**src/rtl/csa_pkg.sv**
```systemverilog
package csa_pkg;
    localparam int ADD_W = 8;
    localparam int NSEG  = 4;

    // Width of segment s, least significant segment first.
    function automatic int seg_width(input int s);
        case (s)
            0:       return 2;
            1:       return 3;
            2:       return 2;
            default: return 1;
        endcase
    endfunction

    // Index of the lowest bit of segment s.
    function automatic int seg_lo(input int s);
        int acc;
        acc = 0;
        for (int k = 0; k < s; k++) acc += seg_width(k);
        return acc;
    endfunction
endpackage

```
**src/rtl/csa_bitprep.sv**
```systemverilog
module csa_bitprep #(
    parameter int W = 8
) (
    input  logic [W-1:0] a,
    input  logic [W-1:0] b,
    output logic [W-1:0] x,
    output logic [W-1:0] p,
    output logic [W-1:0] g
);
    for (genvar i = 0; i < W; i++) begin : g_bit
        assign x[i] = a[i] ^ b[i];
        assign p[i] = a[i] | b[i];
        assign g[i] = a[i] & b[i];
    end
endmodule

```
**src/rtl/csa_segment.sv**
```systemverilog
module csa_segment #(
    parameter int W = 2
) (
    input  logic [W-1:0] x,
    input  logic [W-1:0] p,
    input  logic [W-1:0] g,
    output logic [W:0]   cz,   // carries assuming incoming carry 0
    output logic [W:0]   co    // carries assuming incoming carry 1
);
    assign cz[0] = 1'b0;
    assign co[0] = 1'b1;
    for (genvar i = 0; i < W; i++) begin : g_chain
        assign cz[i+1] = g[i] | (p[i] & cz[i]);
        assign co[i+1] = g[i] | (p[i] & co[i]);
    end

    // a fully propagating segment hands its carry-in straight through
    always_comb begin
        if (&x) begin
            a_r5_pass_through: assert (cz[W] == 1'b0 && co[W] == 1'b1);
        end
        // carry-in 1 can never yield a smaller carry-out than carry-in 0
        a_r5_dual_order: assert (!(cz[W] && !co[W]));
    end
endmodule

```
**src/rtl/csa_carry_mux.sv**
```systemverilog
module csa_carry_mux #(
    parameter int W = 2
) (
    input  logic       sel,
    input  logic [W:0] cz,
    input  logic [W:0] co,
    output logic [W:0] c
);
    assign c = sel ? co : cz;
endmodule

```
**src/rtl/seg_csel_adder8.sv**
```systemverilog
module seg_csel_adder8
    import csa_pkg::*;
(
    input  logic             clk,
    input  logic             rst_n,
    input  logic [ADD_W-1:0] a_in,
    input  logic [ADD_W-1:0] b_in,
    input  logic             c_in,
    output logic [ADD_W-1:0] sum_out,
    output logic             c_out
);
    logic [ADD_W-1:0] a_q, b_q;
    logic             c_q;
    logic [ADD_W-1:0] x_w, p_w, g_w;
    logic [ADD_W-1:0] cbit;
    logic [NSEG:0]    seg_c;

    // Input capture stage
    always_ff @(posedge clk) begin
        if (!rst_n) begin
            a_q <= '0;
            b_q <= '0;
            c_q <= 1'b0;
        end else begin
            a_q <= a_in;
            b_q <= b_in;
            c_q <= c_in;
        end
    end

    csa_bitprep #(.W(ADD_W)) u_prep (
        .a(a_q), .b(b_q), .x(x_w), .p(p_w), .g(g_w)
    );

    assign seg_c[0] = c_q;

    for (genvar s = 0; s < NSEG; s++) begin : g_seg
        localparam int LO = seg_lo(s);
        localparam int SW = seg_width(s);
        logic [SW:0] cz, co, csel;

        csa_segment #(.W(SW)) u_seg (
            .x(x_w[LO +: SW]), .p(p_w[LO +: SW]), .g(g_w[LO +: SW]),
            .cz(cz), .co(co)
        );

        csa_carry_mux #(.W(SW)) u_mux (
            .sel(seg_c[s]), .cz(cz), .co(co), .c(csel)
        );

        assign cbit[LO +: SW] = csel[SW-1:0];
        assign seg_c[s+1]     = csel[SW];
    end

    // Output stage
    always_ff @(posedge clk) begin
        if (!rst_n) begin
            sum_out <= '0;
            c_out   <= 1'b0;
        end else begin
            sum_out <= x_w ^ cbit;
            c_out   <= seg_c[NSEG];
        end
    end

    // reset clears the visible result
    a_r2_reset_clears: assert property (@(posedge clk)
        !rst_n |=> (sum_out == '0 && c_out == 1'b0));

    // sum matches arithmetic addition of the captured operands
    a_r3_sum_matches: assert property (@(posedge clk) disable iff (!rst_n)
        rst_n |=> sum_out == $past(a_q + b_q + {{(ADD_W-1){1'b0}}, c_q}));

    // carry output is the ninth bit of the full sum
    a_r4_cout_matches: assert property (@(posedge clk) disable iff (!rst_n)
        rst_n |=> c_out == $past(({1'b0, a_q} + {1'b0, b_q}
                                   + {{ADD_W{1'b0}}, c_q}) >> ADD_W));
endmodule

```
**config.mk**
```make
export PLATFORM = sky130hd
export DESIGN_NAME = seg_csel_adder8
export DESIGN_NICKNAME = d
export VERILOG_FILES = /design/src/rtl/csa_pkg.sv /design/src/rtl/csa_bitprep.sv /design/src/rtl/csa_segment.sv /design/src/rtl/csa_carry_mux.sv /design/src/rtl/seg_csel_adder8.sv
export SDC_FILE = /design/constraint.sdc
export NUM_CORES = 1
export LEC_CHECK = 0
export ABC_CLOCK_PERIOD_IN_PS = 2700
export BUFFER_PORTS_ARGS = -buffer_cell sky130_fd_sc_hd__buf_2
export CAP_MARGIN = 20
export CORE_AREA = 2 2 52 54
export DETAILED_ROUTE_END_ITERATION = 8
export DIE_AREA = 0 0 54 56
export GPL_ROUTABILITY_DRIVEN = 0
export GPL_TIMING_DRIVEN = 0
export PLACE_DENSITY = 0.69
export SYNTH_ARGS = -nofsm -noshare
export SYNTH_HDL_FRONTEND = slang
export SYNTH_SLANG_ARGS = --single-unit
```
**constraint.sdc**
```tcl
create_clock -name clk -period 2.7 [get_ports clk]
set_input_delay 0.135 -clock clk [delete_from_list [all_inputs] [get_ports clk]]
set_output_delay 0.135 -clock clk [all_outputs]
set_load 0.01 [all_outputs]
```
After elaboration in Yosys (flattened, before gate mapping):

Index checks and enable logic that the tools add are counted.
Widths: inputs -> output; s select.

* register bits after elaboration: 26

* bitwise logic cells: 45
* mux-type cells: 4

Operator list (count)
* $or 1x1->1: 20
* $and 1x1->1: 16
* $xor 1x1->1: 8
* $xor 8x8->8: 1
* $mux 3: 2
* $mux 4: 1
* $mux 2: 1

Depth between registers and ports, before layout:

* word-level depth: 10
* depth in mapped cells: 12
* depth with buffers taken out: 12

By module:

A second synthesis with hierarchy kept.

* cell total of the unflattened synthesis: 148
* area total of the unflattened synthesis: 1447.6 um2

Modules (own cells, without submodules)
* seg_csel_adder8: seq. area each 520.5 um2, cells each 62, area an instance 800.8 um2, instances 1
* csa_bitprep: seq. area each 0.0 um2, cells each 40, area an instance 290.3 um2, instances 1
* csa_segment at g_seg[0].u_seg ...: seq. area each 0.0 um2, cells each 8, area an instance 53.8 um2, instances 2
* csa_segment at g_seg[1].u_seg: seq. area each 0.0 um2, cells each 12, area an instance 77.6 um2, instances 1
* csa_carry_mux at g_seg[0].u_mux ...: seq. area each 0.0 um2, cells each 3, area an instance 33.8 um2, instances 2
* csa_carry_mux at g_seg[1].u_mux: seq. area each 0.0 um2, cells each 4, area an instance 45.0 um2, instances 1
* csa_segment at g_seg[3].u_seg: seq. area each 0.0 um2, cells each 6, area an instance 36.3 um2, instances 1
* csa_carry_mux at g_seg[3].u_mux: seq. area each 0.0 um2, cells each 2, area an instance 22.5 um2, instances 1

Worst setup path before layout:

OpenSTA, ideal clock, no wires.

* path kind: register to register
* start point: register a_q[0]
* end point: register sum_out[7]
* required time: 2.585 ns
* setup slack: -0.017 ns
* arrival: 2.603 ns
* clock period less this slack: 2.717 ns
* setup time: 0.115 ns
* stages on the path, launching flop included: 13
* cells stage by stage: dfxtp_1 -> ha_1 -> inv_1 -> mux2i_1 -> fa_1 -> nand2b_4 -> a21oi_1 -> nor2_1 -> fa_1 -> mux2i_1 -> fa_1 -> xor2_1 -> and2_1

* word-level cells in the longest chain between the ends: 9

RTL lines
* start: declaration: line seg_csel_adder8.sv:12 `logic [ADD_W-1:0] a_q, b_q;`
* start signal: assignment: line seg_csel_adder8.sv:25 `a_q <= a_in;`
* $and 1x1->1 / $or 1x1->1 (equally long branches): line csa_bitprep.sv:13, csa_bitprep.sv:12
* $or 1x1->1: line csa_segment.sv:14 `assign co[i+1] = g[i] | (p[i] & co[i]);`
* $and 1x1->1: line csa_segment.sv:14
* $or 1x1->1: line csa_segment.sv:14
* $mux 3 *: line csa_carry_mux.sv:9 `assign c = sel ? co : cz;`
* $mux 4 *: line csa_carry_mux.sv:9
* $mux 3 *: line csa_carry_mux.sv:9
* $mux 2 *: line csa_carry_mux.sv:9
* $xor 8x8->8 *: line seg_csel_adder8.sv:61 `sum_out <= x_w ^ cbit;`
* end signal: assignment: line seg_csel_adder8.sv:61
* end: declaration: line seg_csel_adder8.sv:9 `output logic [ADD_W-1:0] sum_out,`

Every way passes the cells marked *; elsewhere a longest branch is shown, timed or not.
A chain may end at the register's enable or synchronous reset.

Final worst setup path:

Same ends and word-level chain as after synthesis.

==> impl_metrics.yaml <==
status:
  status: "completed"
clock_tree:
  clk_pin_slew_worst_paths_ps: 140
  post-cts-setup-buffer-count: 0
  cts_made_buffers: 3
  clkLatencyLatePin_ps: 310
  cts_buffer_depth: 2
  tritoncts: "done"
  cts_sinks: 26
  ctsRootBufferMaster: "clkbuf_4"
  htreeDepth: 1
synthesis:
  synth-seq-area-share_pct: 49.94
  yosysMostFrequentCell: "dfxtp_1"
  yosysWarnings: 0
  syn-cell-area_um2: 1042
  syn_area_per_cell_um2: 10.97
  async_flop_share_pct: 0
  yosysTopAreaCell: "dfxtp_1"
  synth_top_area_share_pct: 49.94
  synthTopCellsByCount: "dfxtp_1 (26), and2_1 (23), inv_1 (15), ha_1 (10)"
  syn-instance-count: 95
  synthDistinctLibCells: 19
  synth-main-ff-cell: "dfxtp_1"
  synth_area_leaders: "dfxtp_1 (50%), and2_1 (14%), ha_1 (12%)"
  synth-edff-count: 0
  ys_ff_latch: 26
  syn-num-nets: 127
final_layout:
  stdcell_area_um2: 1366
  final_cells: 162
  final_util_pct: 56.17
  drive_gt1_share_pct: 37.12
  synthToLayoutAreaGrowth_pct: 31.09
  diodes: 0
  fin_nets: 165
sta:
  hold_viol_final: 0
  period_share_pct: 98.40
  skew_ps: 1.813
  setup_viol: 0
  fin_tns_setup_ps: 0
  slew_headroom_pct: 88.20
  worstMarginPinSlew_ps: 173.5
  fmax_mhz: 376.4
  slew_viol_final: 0
  finalCriticalPeriod_ps: 2657
  rsz0062_at_grt: "true"
worst_setup_path:
  critPathKind: "register to register"
  crit_path_start_kind: "register"
  path_cells: "ha_2 > inv_2 > mux2i_2 > fa_2 > nand2b_4 > a21oi_2 > nor2_2 > fa_2 > mux2i_2 > fa_2 > xor2_1 > and2_1"
  crit_fanout: 3
  path_common_cell: "fa_2"
  crit_path_end_kind: "register"
  worstPathArrival_ps: 2890
  worst_path_max_delay_cell: "fa_2"
  crit_required_ps: 2930
  cpPeakStageDelay_ps: 370
run:
  max_cap_violations: 0
pwr:
  ir_drop_mv: 0.2658
  power.leakage_nw: 0.6582
  powerDensity_nw_per_um2: 575.0
  total_power_mw: 0.7856
floorplanning:
  die_w_um: 54
  dieArea_um2: 3024
  fp.coreArea_um2: 2432
  start_util_pct: 42.85
  rows: 18
  ioPinCount: 28
  die_h_um: 56
drt:
  met1Wirelength_um: 603
  ant_nets: 0
  wl_met2_um: 901
  drt-total-wl_um: 1605
  viasPerCell: 4.346
  wl_met3_um: 68
  drc: 0
  top_layer: "met4"
  via_count: 704
  wl_per_cell_um: 9.907
  drt_first_iter_violations: 2
  first_pass_iters: 2
placement:
  port_buffers: 27
  dp_hpwl_um: 1165
  dp_cells: 152
  place_area_um2: 1217
min_path:
  hp-class: "input pin to register"
global_routing:
  antenna_found_initial: 0
  grt.overflow.total: 0
  grt_first_pass_wirelength_um: 2787
  grt_pass1_vias: 718
  grt_max_degree: 16
  grt.total_usage_pct: 12.67
-- worst paths after layout --
path | slack [ps] | cells after the start | end | start
setup / recovery | 40 | 12 | sum_out[7] | a_q[0]
hold / removal | 10 | 2 | a_q[7] | a_in[7]
setup reg to reg | 40 | 12 | sum_out[7] | a_q[0]
hold reg to reg | 620 | 2 | sum_out[0] | c_q
-- where the power goes --
part / internal [mW] / total (mW) / switching [mW] / leakage (nW)
logic: 0.0581 / 0.102 / 0.0441 / 0.414
registers: 0.410 / 0.421 / 0.0102 / 0.217
clock network: 0.150 / 0.263 / 0.113 / 0.0279
-- state kept, by name (all words and copies together), names as in the netlist --
| signal | count |
|---|---|
| a_q | 8 |
| b_q | 8 |
| c_out | 1 |
| c_q | 1 |
| sum_out | 8 |
-- cells in the final DEF (no fill, tap or decap), drive strengths merged --
master       Yosys  final
xor2             3      3
inv             15     15
fa               3      3
xnor2            1      1
o211a            1      1
nand2            1      1
nor2b            1      1
dlygate4sd3      0      6
clkbuf           2      5
ha              10     10
nand2b           2      2
bufinv           0      1
buf              0     27
nand3            1      1
nor2             1      1
dfxtp           26     26
a21oi            2      2
mux2i            2      2
and2            23     23
and3b            1      1
-- critical path: cells and delay by family (launching register included) --
family | cells | cell delay [ps]
fa+ha+maj | 4 | 1270
simple gates | 3 | 370
xor+xnor | 1 | 160
mux | 2 | 230
flops | 1 | 350
buf+inv | 1 | 40
compound gates | 1 | 140
-- final cells by class --
| cell class | count | area (um2) |
|---|---|---|
| Multi-Input combinational cell | 52 | 491.7 |
| Buffer | 2 | 10.01 |
| Clock inverter | 1 | 30.03 |
| Fill cell | 228 | 1066 |
| Timing Repair Buffer | 33 | 195.2 |
| Clock buffer | 3 | 22.52 |
| Sequential cell | 26 | 523.0 |
| Tap cell | 30 | 37.54 |
| Inverter | 15 | 56.30 |
-- through the flow --
stage	hold WS, ps	setup WS, ps
after floorplan	256.7	40.82
after global placement	338.9	-75.41
after detailed placement	345.3	-112.6
after CTS	0.03253	-4.178
after global routing	-1.752	-67.01
final	12.14	43.32
-- routing by layer --
metal	up-vias	GRT usage (%)
li1	355	-
met4	0	6.429
met2	13	23.17
met5	-	0
met1	332	12.92
met3	4	2.419
-- logic make-up (layout without fill, tap and decap cells) --
family          after synthesis  after routing  share of synthesized area [%]
simple gates                 30             30                          18.37
flops                        26             26                          49.94
buf+inv                      17             54                          6.362
fa+ha+maj                    13             13                          17.77
xor+xnor                      4              4                          3.362
compound gates                3              3                          2.281
mux                           2              2                          1.921
-- timing repair --
item	in CTS	in global routing
endpoints found under the setup margin	3	3
hold endpoints to repair	1	5
gates resized for setup	2	12
hold buffers	1	5
pin swaps	0	1
Power figures use the tool's default switching activity.
